==> config.mk <==
export PLATFORM = sky130hd
export DESIGN_NAME = rail_seq_ctrl
export DESIGN_NICKNAME = d
export VERILOG_FILES = /design/src/rtl/rail_seq_pkg.sv /design/src/rtl/rail_sync2.sv /design/src/rtl/rail_settle_timer.sv /design/src/rtl/rail_sleep_decode.sv /design/src/rtl/rail_seq_ctrl.sv
export SDC_FILE = /design/constraint.sdc
export NUM_CORES = 1
export LEC_CHECK = 0
export ABC_CLOCK_PERIOD_IN_PS = 2700
export BUFFER_PORTS_ARGS = -buffer_cell sky130_fd_sc_hd__buf_2
export CELL_PAD_IN_SITES_DETAIL_PLACEMENT = 1
export CELL_PAD_IN_SITES_GLOBAL_PLACEMENT = 2
export CORE_ASPECT_RATIO = 0.7
export CORE_MARGIN = 2
export CORE_UTILIZATION = 35
export DETAILED_ROUTE_END_ITERATION = 8
export HOLD_SLACK_MARGIN = 0.02
export PLACE_DENSITY_LB_ADDON = 0.1
export SKIP_CTS_REPAIR_TIMING = 1
export SYNTH_ARGS = -nofsm -noshare
export SYNTH_HDL_FRONTEND = slang
export SYNTH_SLANG_ARGS = --single-unit
==> constraint.sdc <==
create_clock -name clk -period 2.7 [get_ports clk]
set_input_delay 0.54 -clock clk [delete_from_list [all_inputs] [get_ports clk]]
set_output_delay 0.54 -clock clk [all_outputs]
set_load 0.02 [all_outputs]
==> src/rtl/rail_seq_pkg.sv <==
package rail_seq_pkg;

    typedef enum logic [2:0] {
        ST_OFF       = 3'd0,
        ST_STBY_RAMP = 3'd1,
        ST_SETTLE    = 3'd2,
        ST_ACTIVE    = 3'd3,
        ST_SLEEP_S3  = 3'd4,
        ST_SLEEP_S5  = 3'd5
    } seq_state_e;

    typedef enum logic [1:0] {
        REQ_RUN  = 2'd0,
        REQ_S3   = 2'd1,
        REQ_S5   = 2'd2,
        REQ_HOLD = 2'd3
    } sleep_req_e;

endpackage

==> src/rtl/rail_sync2.sv <==
module rail_sync2 #(
    parameter int          W       = 2,
    parameter logic [W-1:0] RST_VAL = '1
) (
    input  logic         clk,
    input  logic         rst_n,
    input  logic [W-1:0] d,
    output logic [W-1:0] q
);
    logic [W-1:0] meta_q;

    always_ff @(posedge clk or negedge rst_n) begin
        if (!rst_n) begin
            meta_q <= RST_VAL;
            q      <= RST_VAL;
        end else begin
            meta_q <= d;
            q      <= meta_q;
        end
    end
endmodule

==> src/rtl/rail_settle_timer.sv <==
module rail_settle_timer #(
    parameter int CYCLES = 300000
) (
    input  logic clk,
    input  logic rst_n,
    input  logic run,
    output logic done
);
    localparam int CNT_W = (CYCLES > 1) ? $clog2(CYCLES) : 1;
    localparam logic [CNT_W-1:0] LAST = CNT_W'(CYCLES - 1);

    logic [CNT_W-1:0] cnt_q;

    assign done = run && (cnt_q == LAST);

    always_ff @(posedge clk or negedge rst_n) begin
        if (!rst_n)
            cnt_q <= '0;
        else if (run && !done)
            cnt_q <= cnt_q + 1'b1;
        else
            cnt_q <= '0;
    end
endmodule

==> src/rtl/rail_sleep_decode.sv <==
module rail_sleep_decode
    import rail_seq_pkg::*;
(
    input  logic       s5_n_s,
    input  logic       s3_n_s,
    output sleep_req_e req
);
    always_comb begin
        unique case ({s5_n_s, s3_n_s})
            2'b11:   req = REQ_RUN;
            2'b10:   req = REQ_S3;
            2'b00:   req = REQ_S5;
            default: req = REQ_HOLD;
        endcase
    end
endmodule

==> src/rtl/rail_seq_ctrl.sv <==
module rail_seq_ctrl
    import rail_seq_pkg::*;
#(
    parameter int CLK_KHZ   = 100000,
    parameter int SETTLE_US = 3000
) (
    input  logic       clk,
    input  logic       rst_n,
    input  logic       por_ok,
    input  logic       ss_n,
    input  logic       ramp_done_3v3,
    input  logic       ramp_done_1v8,
    input  logic       s3_n,
    input  logic       s5_n,
    input  logic       dual_en_cfg,
    input  logic       mem_sel_cfg,
    output logic       en_3v3_dual,
    output logic       en_1v8_sb,
    output logic       en_5v_dual,
    output logic       en_mem,
    output logic       en_clk,
    output logic       mem_sel_o,
    output logic [2:0] state_o
);
    localparam int SETTLE_CYC = (CLK_KHZ * SETTLE_US) / 1000;

    seq_state_e state_q, state_d;
    sleep_req_e req;
    logic [1:0] sleep_s;
    logic       settle_done;
    logic       dual_q;
    logic       msel_q;
    logic       in_sleep;

    rail_sync2 #(.W(2), .RST_VAL(2'b11)) u_sync (
        .clk   (clk),
        .rst_n (rst_n),
        .d     ({s5_n, s3_n}),
        .q     (sleep_s)
    );

    rail_sleep_decode u_dec (
        .s5_n_s (sleep_s[1]),
        .s3_n_s (sleep_s[0]),
        .req    (req)
    );

    rail_settle_timer #(.CYCLES(SETTLE_CYC)) u_timer (
        .clk   (clk),
        .rst_n (rst_n),
        .run   (state_q == ST_SETTLE),
        .done  (settle_done)
    );

    assign in_sleep = (state_q == ST_SLEEP_S3) || (state_q == ST_SLEEP_S5);

    // next-state logic
    always_comb begin
        state_d = state_q;
        unique case (state_q)
            ST_OFF:       if (por_ok) state_d = ST_STBY_RAMP;
            ST_STBY_RAMP: if (ss_n && ramp_done_3v3 && ramp_done_1v8) state_d = ST_SETTLE;
            ST_SETTLE:    if (settle_done) state_d = ST_ACTIVE;
            ST_ACTIVE: begin
                if (req == REQ_S3)      state_d = ST_SLEEP_S3;
                else if (req == REQ_S5) state_d = ST_SLEEP_S5;
            end
            ST_SLEEP_S3:  if (req == REQ_RUN) state_d = ST_ACTIVE;
            ST_SLEEP_S5:  if (req == REQ_RUN) state_d = ST_ACTIVE;
            default:      state_d = ST_OFF;
        endcase
        if (!ss_n && (state_q != ST_OFF) && (state_q != ST_STBY_RAMP))
            state_d = ST_STBY_RAMP;
        if (!por_ok)
            state_d = ST_OFF;
    end

    // state register
    always_ff @(posedge clk or negedge rst_n) begin
        if (!rst_n) state_q <= ST_OFF;
        else        state_q <= state_d;
    end

    // configuration latches
    always_ff @(posedge clk or negedge rst_n) begin
        if (!rst_n) begin
            dual_q <= 1'b0;
            msel_q <= 1'b0;
        end else begin
            if (!in_sleep)
                dual_q <= dual_en_cfg;
            if (!por_ok)
                msel_q <= 1'b0;
            else if ((state_q == ST_SETTLE) && settle_done && ss_n)
                msel_q <= mem_sel_cfg;
        end
    end

    // output decode
    always_comb begin
        en_3v3_dual = 1'b0;
        en_1v8_sb   = 1'b0;
        en_5v_dual  = 1'b0;
        en_mem      = 1'b0;
        en_clk      = 1'b0;
        unique case (state_q)
            ST_OFF: ;
            ST_STBY_RAMP, ST_SETTLE: begin
                en_3v3_dual = 1'b1;
                en_1v8_sb   = 1'b1;
            end
            ST_ACTIVE: begin
                en_3v3_dual = 1'b1;
                en_1v8_sb   = 1'b1;
                en_5v_dual  = 1'b1;
                en_mem      = 1'b1;
                en_clk      = 1'b1;
            end
            ST_SLEEP_S3: begin
                en_3v3_dual = 1'b1;
                en_1v8_sb   = 1'b1;
                en_5v_dual  = dual_q;
                en_mem      = 1'b1;
            end
            ST_SLEEP_S5: begin
                en_3v3_dual = 1'b1;
                en_1v8_sb   = 1'b1;
                en_5v_dual  = dual_q;
            end
            default: ;
        endcase
    end

    assign mem_sel_o = msel_q;
    assign state_o   = state_q;

endmodule

== Word level (Yosys, flattened, before mapping) ==
Cells that the tools add are included.
W data, S select, Z words.
Cells by class
  add/subtract/negate cells: 1
  equal/unequal tests: 16
  reductions and logical operators: 19
  multiplexer cells: 16
Operators by type and width (number)
  $mux W3: 7
  $add A19 B1 Y19 const B: 1
  $eq A19 B19 Y1 const B: 1
  $mux W19: 1
  $pmux W3 S5: 1
  $logic_and A1 B1 Y1: 8
  $ne A4 B4 Y1 const B: 2
  $eq A2 B2 Y1 const B: 3
  $eq A3 B2 Y1 const B: 2
  $eq A3 B3 Y1 const B: 2
  $pmux W2 S3: 1
  $mux W1: 5
  $ne A5 B5 Y1 const B: 1
  $reduce_or A5 Y1: 1
  $logic_not A2 Y1: 2
  $ne A4 B2 Y1 const B: 1
  $reduce_and A4 Y1: 1
  $reduce_or A2 Y1: 2
  $eq A3 B1 Y1 const B: 1
  $logic_not A3 Y1: 1
  $ne A3 B1 Y1 const B: 1
  $reduce_bool A3 Y1: 1
  $eq A2 B1 Y1 const B: 1
  $logic_not A1 Y1: 2
  other kinds (3): 3
Storage, ports and cells
  logic and storage cells: 58
  output and inout port bits: 9
  bits in registers: 28

== Depth between registers and ports, before layout ==
Gate-level depths: netlist of run 1.
  word-level depth: 8
  gate-level depth with buffers: 6
  gate-level depth less buffers: 5

== By module ==
From an unflattened synthesis of run 1, not the netlist that was laid out.
Second synthesis, totals
  cells, all modules: 160
  area total of the unflattened synthesis: 1564.0 um^2
Modules (own cells, without submodules)
  rail_settle_timer: cells an instance 101, area an instance 999.7 um^2, seq. area each 475.5 um^2, times used 1
  rail_seq_ctrl: cells an instance 50, area an instance 420.4 um^2, seq. area each 125.1 um^2, times used 1
  rail_sync2: cells an instance 4, area an instance 105.1 um^2, seq. area each 105.1 um^2, times used 1
  rail_sleep_decode: cells an instance 5, area an instance 38.8 um^2, seq. area each 0.0 um^2, times used 1

== Worst setup path after synthesis of run 1 ==
No wires, ideal clock.
  path kind: register to output
  from: register state_q[0] (netlist: state_o[0])
  to: output port en_3v3_dual
  data arrival time: 1420 ps
  data required time: 2160 ps
  path slack: 740 ps
  buffers on the path: 2
  cell stages (with the launch flop): 5
  cell sequence: dfrtp_1 -> clkbuf_1 -> nor3_1 -> a21oi_1 -> buf_4
On the way
  longest elaborated chain between the ends: 3
  elaborated cells on any way between the ends: 7
  classes of those cells: 5 x eq/ne; 1 x mux; 1 x reduce/logical
Ends and longest elaborated chain
  start: declaration: RTL line rail_seq_ctrl.sv:27  | seq_state_e state_q, state_d;
  start signal: assignment: RTL line rail_seq_ctrl.sv:81  | else state_q <= state_d;
  $eq A3 B3 Y1 (tied with other cells)
  $reduce_or A5 Y1 (no line) *
  $mux W1 *
  end: declaration: RTL line rail_seq_ctrl.sv:17  | output logic en_3v3_dual,
Every way passes the cells marked *; elsewhere a longest branch is shown, timed or not.

== Worst setup path after layout of run 1 ==
  from: register u_timer.cnt_q[11]
  to: register u_timer.cnt_q[3]
On the way
  longest elaborated chain between the ends: 5
Ends and longest elaborated chain
  start: declaration: RTL line rail_settle_timer.sv:12  | logic [CNT_W-1:0] cnt_q;
  start signal: assignment: RTL line rail_settle_timer.sv:20  | cnt_q <= cnt_q + 1'b1;
  $eq A19 B19 Y1: RTL line rail_settle_timer.sv:14  | assign done = run && (cnt_q == LAST);
  $logic_and A1 B1 Y1: RTL line rail_settle_timer.sv:14
  $logic_not A1 Y1: RTL line rail_settle_timer.sv:19  | else if (run && !done)
  $logic_and A1 B1 Y1: RTL line rail_settle_timer.sv:19
  $mux W19: RTL line rail_settle_timer.sv:19
No other way between the ends.
A chain may end at the register's enable or synchronous reset.

==> flow_metrics.env, run 1 <==
export IMPL_fillers=470
export IMPL_final_nets=184
export IMPL_slew_viol_final=0
export IMPL_synth_mux_area_share_pct=0.6791
export IMPL_worstSetupPathType="register to register"
export IMPL_drt_pass1_iter_count=4
export IMPL_cts_sinks=28
export IMPL_rows=19
export IMPL_wire_per_inst_um=15.25
export IMPL_grt_pass1_wl_mm=5.975
export IMPL_die_w_um=81.56
export IMPL_worst_slack_ns=0.6037
export IMPL_cp_required_ns=2.85
export IMPL_netlist_area_mm2=0.001474
export IMPL_regToRegStartpoint="u_timer.cnt_q[11]$_DFF_PN0_"
export IMPL_track_usage_pct=16.55
export IMPL_slew_headroom_pct=56.55
export IMPL_place_port_buffers=18
export IMPL_die_area_mm2=0.004755
export IMPL_synth_cells=154
export IMPL_totalWireLength_mm=3.416
export IMPL_p_int_uw=654.3
export IMPL_seq_power_share_pct=48.3
export IMPL_cts_tree="built"
export IMPL_synth_net_count=165
export IMPL_synth_compound_area_share_pct=9.253
export IMPL_ys_ff_latch=28
export IMPL_cts_made_buffers=3
export IMPL_total_power_uw=1033
export IMPL_clock_latency_ns=0.27
export IMPL_hold_violations=0
export IMPL_cp_startpoint="u_timer.cnt_q[11]$_DFF_PN0_"
export IMPL_drc=0
export IMPL_num_vias=1167
export IMPL_outcome="finished clean"
export IMPL_cp_arrival_ns=2.25
export IMPL_fmax_mhz=477.0
export IMPL_setup_violations=0
export IMPL_power_leakage_uw=0.0006367
export IMPL_grt_max_degree=29
export IMPL_start_util_pct=37.13
export IMPL_crit_path_start_kind="register"
export IMPL_fin_crit_sh_pct=77.64
export IMPL_core_mm2=0.003970
export IMPL_cp_end_kind="register"
export IMPL_power_frac_clock_pct=22.6
export IMPL_setup_tns_ns=0
export IMPL_hold_path_class="input port to asynchronous set/reset pin"
export IMPL_grt_setup_unrepaired="no"
export IMPL_dp_cells=220
export IMPL_grt_pass1_vias=1227
export IMPL_syn_to_final_growth_pct=11.80
export IMPL_min_period_ns=2.096
export IMPL_p_switching_uw=378.7
export IMPL_synth_xor_area_share_pct=7.131
export IMPL_yosys_area_share_simple_pct=29.88
export IMPL_grt_ovfl_total=0
export IMPL_comb_power_share_pct=29.2
export IMPL_root_buffer="clkbuf_8"
export IMPL_clock_path_buffers=2
export IMPL_holdWs_ns=0.2821
export IMPL_synth_top_family_by_area="simple AND/OR/NAND/NOR gates"
export IMPL_place_ws_ns=0.6234
export IMPL_cap_violations=0
export IMPL_clk_pin_slew_ns=0.10
export IMPL_yosys_warnings=0
export IMPL_synth_cell_type_count=38
export IMPL_yosys_area_share_adder_pct=0.8489
export IMPL_syn_area_per_cell_um2=9.571
export IMPL_place_hpwl_mm=2.527
export IMPL_power_switching_share_pct=36.66
export IMPL_synth_edf_count=0
export IMPL_h_tree_depth=1
export IMPL_drtIter0Drc=56
export IMPL_power_density_mw_per_mm2=626.9
export IMPL_async_reset_ff_share_pct=100.0
export IMPL_die_h_um=58.30
export IMPL_fin_skew_ns=0.01026
export IMPL_final_cells=224
export IMPL_io_pins=19
export IMPL_ir_worst_vdd_uv=316.3
export IMPL_drtAntennaViolNets=0
export IMPL_yosys_most_used_dff="dfrtp_1"
export IMPL_drive_gt1_share_pct=23.84
export IMPL_diodes=0
export IMPL_place_gp_congestion=0.7973
export IMPL_vias_per_cell=5.210
export IMPL_worst_pin_slew_ns=0.6517
export IMPL_path_max_fanout=19
export IMPL_synth_seq_area_share_pct=47.88
export IMPL_antenna_found_initial=0
stage by stage:
stage | instance area, um2 | util [%]
final | 1648 | 41.51
after global routing | 1648 | 41.51
after CTS | 1648 | 41.51
after global placement | 1603 | 40.37
after floorplan | 1474 | -
after detailed placement | 1603 | 40.37
final timing paths:
kind / end / slack, ns / depth (start not counted)
max in group asynchronous: u_timer.cnt_q[3]$_DFF_PN0_ / 1.99 / 1
worst min-delay path: state_o[0]$_DFFE_PN0P_ / 0.28 / 1
min in group clk: u_sync.q[0]$_DFF_PN1_ / 0.36 / 0
worst min register to register: u_sync.q[0]$_DFF_PN1_ / 0.36 / 0
worst max-delay path: u_timer.cnt_q[3]$_DFF_PN0_ / 0.60 / 5
worst max register to register: u_timer.cnt_q[3]$_DFF_PN0_ / 0.60 / 5
final cells by class:
| cell class | count | area, um2 | share of cell area [%] |
|---|---|---|---|
| Multi-Input combinational cell | 113 | 704.4 | 42.75 |
| Tap cell | 52 | 65.06 | 3.948 |
| Timing Repair Buffer | 19 | 97.59 | 5.923 |
| Clock buffer | 4 | 45.04 | 2.733 |
| Sequential cell | 28 | 705.7 | 42.82 |
| Inverter | 8 | 30.03 | 1.822 |
Yosys cell counts (all sizes together), types with 3 or more instances:
cell type / count / area [um2]
nand2: 17 / 63.81
xnor2: 10 / 87.58
dfstp: 4 / 105.1
clkbuf: 3 / 11.26
inv: 8 / 30.03
o21ai: 7 / 46.30
nand3: 10 / 50.05
or4: 3 / 26.27
nor4: 5 / 31.28
nor3: 3 / 15.01
or3: 5 / 31.28
nand4: 6 / 37.54
o31ai: 3 / 22.52
dfrtp: 24 / 600.6
a21oi: 7 / 35.03
nor2: 18 / 92.59
cell families (layout without fill, tap and decap cells):
group | after synthesis | in the layout
AOI/OAI and AO/OA | 21 | 21
xor gates and xnor gates | 12 | 12
adders and majority gates | 1 | 1
buffers and inverters | 13 | 31
DFF | 28 | 28
muxes | 1 | 1
and+or+nand+nor | 78 | 78
registers in the layout, summed over array words and instances (netlist names):
name           cells
u_timer.cnt_q     19
u_sync.meta_q      2
mem_sel_o          1
u_sync.q           2
state_o            3
dual_q             1
placed cells by master, fill, tap and decap left out, drive strengths merged, types with 2 or more instances in the layout:
| master | instances |
|---|---|
| nor3 | 3 |
| a21oi | 7 |
| or4 | 3 |
| inv | 8 |
| nor2b | 2 |
| clkbuf | 4 |
| nor4 | 5 |
| nor2 | 18 |
| o21ai | 7 |
| or4b | 2 |
| nand2 | 17 |
| dfrtp | 24 |
| xnor2 | 10 |
| dfstp | 4 |
| o31ai | 3 |
| or3 | 5 |
| nand4 | 6 |
| nand3 | 10 |
| buf | 19 |
| xor2 | 2 |
critical path: stages, from the launching register on:
cell	delay, ns
dfrtp_1	0.45
or4b_1	0.56
or4_4	0.47
o21ai_4	0.13
buf_4	0.28
nor2_1	0.08
power by group through the flow:
stage / Sequential (uW) / Combinational [uW] / Clock, uW
finish: 499 / 301 / 233
detailed placement: 506 / 306 / 0
CTS: 498 / 307 / 251
global placement: 505 / 306 / 0
floorplan: 489 / 248 / 0
global route: 509 / 338 / 271
per-layer routing:
layer,GRT usage [%],wire length [um],vias up
met5,0,0,-
met2,24.59,1401,14
met4,1.937,17,0
met1,25.20,1889,569
met3,4.141,108,2
li1,-,-,582
Note: power is estimated with default switching activity, not from simulation.
==> inputs of run 2 (changes only) <==
--- a/config.mk
+++ b/config.mk
@@ -5,13 +5,13 @@
 export SDC_FILE = /design/constraint.sdc
 export NUM_CORES = 1
 export LEC_CHECK = 0
-export ABC_CLOCK_PERIOD_IN_PS = 2700
+export ABC_CLOCK_PERIOD_IN_PS = 1700
 export BUFFER_PORTS_ARGS = -buffer_cell sky130_fd_sc_hd__buf_2
 export CELL_PAD_IN_SITES_DETAIL_PLACEMENT = 1
 export CELL_PAD_IN_SITES_GLOBAL_PLACEMENT = 2
 export CORE_ASPECT_RATIO = 0.7
 export CORE_MARGIN = 2
-export CORE_UTILIZATION = 35
+export CORE_UTILIZATION = 32
 export DETAILED_ROUTE_END_ITERATION = 8
 export HOLD_SLACK_MARGIN = 0.02
 export PLACE_DENSITY_LB_ADDON = 0.1
==> constraint.sdc (replaced) <==
create_clock -name clk -period 1.7 [get_ports clk]
set_input_delay 0.34 -clock clk [delete_from_list [all_inputs] [get_ports clk]]
set_output_delay 0.34 -clock clk [all_outputs]
set_load 0.02 [all_outputs]
==> run 2 against run 1 <==
Effect of this change: register-to-register slack got worse by 0.80 ns; utilization increased by 3.0 points; clock power is 130% higher; sequential share of layout area decreased by 6.4 points; routed wire length up 15%; die area up 8.8%; global-route usage down 0.15 points; power rose by 91%; count of clock-buffer cells in the layout shrank 1; the run now ends with setup timing left; critical path type unchanged.
==> flow_metrics.env, run 2 (synthesized netlist as in run 1, its figures left out) <==
export IMPL_outcome="complete, but fails checks"
export IMPL_violations="setup timing"
export IMPL_cp_arrival_ns=2.07
export IMPL_cts_made_buffers=3
export IMPL_power_density_mw_per_mm2=1011
export IMPL_grt_max_degree=29
export IMPL_regMostFlops="u_timer.cnt_q"
export IMPL_path_max_fanout=19
export IMPL_drc=0
export IMPL_worstSetupPathType="register to register"
export IMPL_comb_power_share_pct=32.8
export IMPL_layout_common_cells="28 x buf_4, 21 x dfrtp_1, 17 x nand2_1, 17 x buf_2, 11 x nor2_2"
export IMPL_io_pins=19
export IMPL_diodes=0
export IMPL_cp_required_ns=1.87
export IMPL_hold_violations=0
export IMPL_fin_skew_ns=0.003162
export IMPL_grt_ovfl_total=0
export IMPL_met2_length_mm=1.651
export IMPL_p_int_uw=1300
export IMPL_clock_latency_ns=0.28
export IMPL_clock_path_buffers=2
export IMPL_fillers=518
export IMPL_rows=20
export IMPL_cts_tree="built"
export IMPL_highest_layer="met4"
export IMPL_holdWs_ns=0.05965
export IMPL_cap_violations=0
export IMPL_start_util_pct=33.66
export IMPL_wl_met1_mm=2.134
export IMPL_place_port_buffers=18
export IMPL_syn_to_final_growth_pct=32.17
export IMPL_drive_gt1_share_pct=41.00
export IMPL_fin_crit_sh_pct=111.6
export IMPL_cp_end_kind="register"
export IMPL_track_usage_pct=16.40
export IMPL_grt_pass1_wl_mm=6.568
export IMPL_p_switching_uw=670.3
export IMPL_die_area_mm2=0.005173
export IMPL_crit_path_start_kind="register"
export IMPL_vias_per_cell=5.118
export IMPL_place_hpwl_mm=2.959
export IMPL_grt_pass1_vias=1282
export IMPL_slew_headroom_pct=58.11
export IMPL_setup_violations=20
export IMPL_slew_viol_final=0
export IMPL_largest_register_ffs=19
export IMPL_core_mm2=0.004379
export IMPL_root_buffer="clkbuf_8"
export IMPL_num_vias=1305
export IMPL_layout_commonest_cell="buf_4"
export IMPL_power_frac_clock_pct=27.2
export IMPL_drtIter0Drc=79
export IMPL_final_cells=255
export IMPL_hold_path_class="input port to asynchronous set/reset pin"
export IMPL_placed_area_mm2=0.001828
export IMPL_dp_cells=249
export IMPL_final_nets=212
export IMPL_grt_setup_unrepaired="yes"
export IMPL_fmax_mhz=526.9
export IMPL_stdcell_area_mm2=0.001948
export IMPL_seq_power_share_pct=40.1
export IMPL_drt_pass1_iter_count=4
export IMPL_power_switching_share_pct=34.03
export IMPL_min_period_ns=1.898
export IMPL_worst_pin_slew_ns=0.6284
export IMPL_power_leakage_uw=0.0007994
export IMPL_die_h_um=60.78
export IMPL_clk_pin_slew_ns=0.10
export IMPL_wire_per_inst_um=15.44
export IMPL_totalWireLength_mm=3.937
export IMPL_drtAntennaViolNets=0
export IMPL_place_gp_congestion=0.8008
export IMPL_antenna_found_initial=0
export IMPL_ir_worst_vdd_uv=677.7
export IMPL_die_w_um=85.12
export IMPL_h_tree_depth=1
export IMPL_cts_sinks=28
export IMPL_worst_slack_ns=-0.1979
export IMPL_wl_met3_um=124
export IMPL_rrSetupSlack_ns=-0.20
==> run 2: cell count changes in the layout (fill, tap and decap cells not counted), sizes merged <==
cell / change
bufinv: +1
buf: +27
==> run 2: cell type report <==
| class | count | area (um2) | area share [%] |
|---|---|---|---|
| multi-input combinational | 113 | 748.2 | 38.41 |
| sequential | 28 | 709.4 | 36.42 |
| tap | 55 | 68.82 | 3.532 |
| clock buffer | 3 | 41.29 | 2.119 |
| clock inverter | 1 | 30.03 | 1.541 |
| inverter | 8 | 30.03 | 1.541 |
| timing repair buffer | 47 | 320.3 | 16.44 |
==> run 2: per-layer routing <==
metal | vias to the layer above | track usage, %
met4 | 0 | 3.401
met2 | 17 | 23.44
met3 | 4 | 3.265
li1 | 636 | -
met1 | 648 | 25.55
met5 | - | 0
==> run 2: power by group through the flow <==
stage          logic, uW  clock network [uW]  registers (uW)
4_1_cts              589                 551             785
5_1_grt              709                 581             799
3_3_place_gp         577                   0             794
3_5_place_dp         587                   0             799
6_report             646                 535             789
2_1_floorplan        404                   0             778
==> run 2: critical path, cell delays in order, from the launching register on <==
cell and delay [ns]:
dfrtp_1 0.40, or4b_4 0.54, or4_4 0.45, o21ai_4 0.16
buf_12 0.18, a21oi_1 0.06
==> run 2: worst paths after layout <==
check / start / end / cells past startpoint
worst max-delay path: u_timer.cnt_q[11]$_DFF_PN0_ / u_timer.cnt_q[15]$_DFF_PN0_ / 5
worst min-delay path: rst_n / dual_q$_DFFE_PN0N_ / 1
worst max register to register: u_timer.cnt_q[11]$_DFF_PN0_ / u_timer.cnt_q[15]$_DFF_PN0_ / 5
worst min register to register: u_sync.meta_q[1]$_DFF_PN1_ / u_sync.q[1]$_DFF_PN1_ / 0
max in group asynchronous: rst_n / state_o[1]$_DFFE_PN0P_ / 1
min in group clk: s5_n / u_sync.meta_q[1]$_DFF_PN1_ / 1
==> run 2: metrics by stage <==
stage | total power [uW] | TNS (ns) | util (%) | worst slack [ns]
after detailed placement | 1386 | -3.657 | 41.74 | -0.2281
after floorplan | 1181 | -3.675 | - | -0.2539
after CTS | 1924 | -3.954 | 43.37 | -0.2635
after global routing | 2088 | -4.506 | 44.49 | -0.2378
final | 1970 | -3.731 | 44.49 | -0.1979
after global placement | 1371 | -2.888 | 41.74 | -0.2012
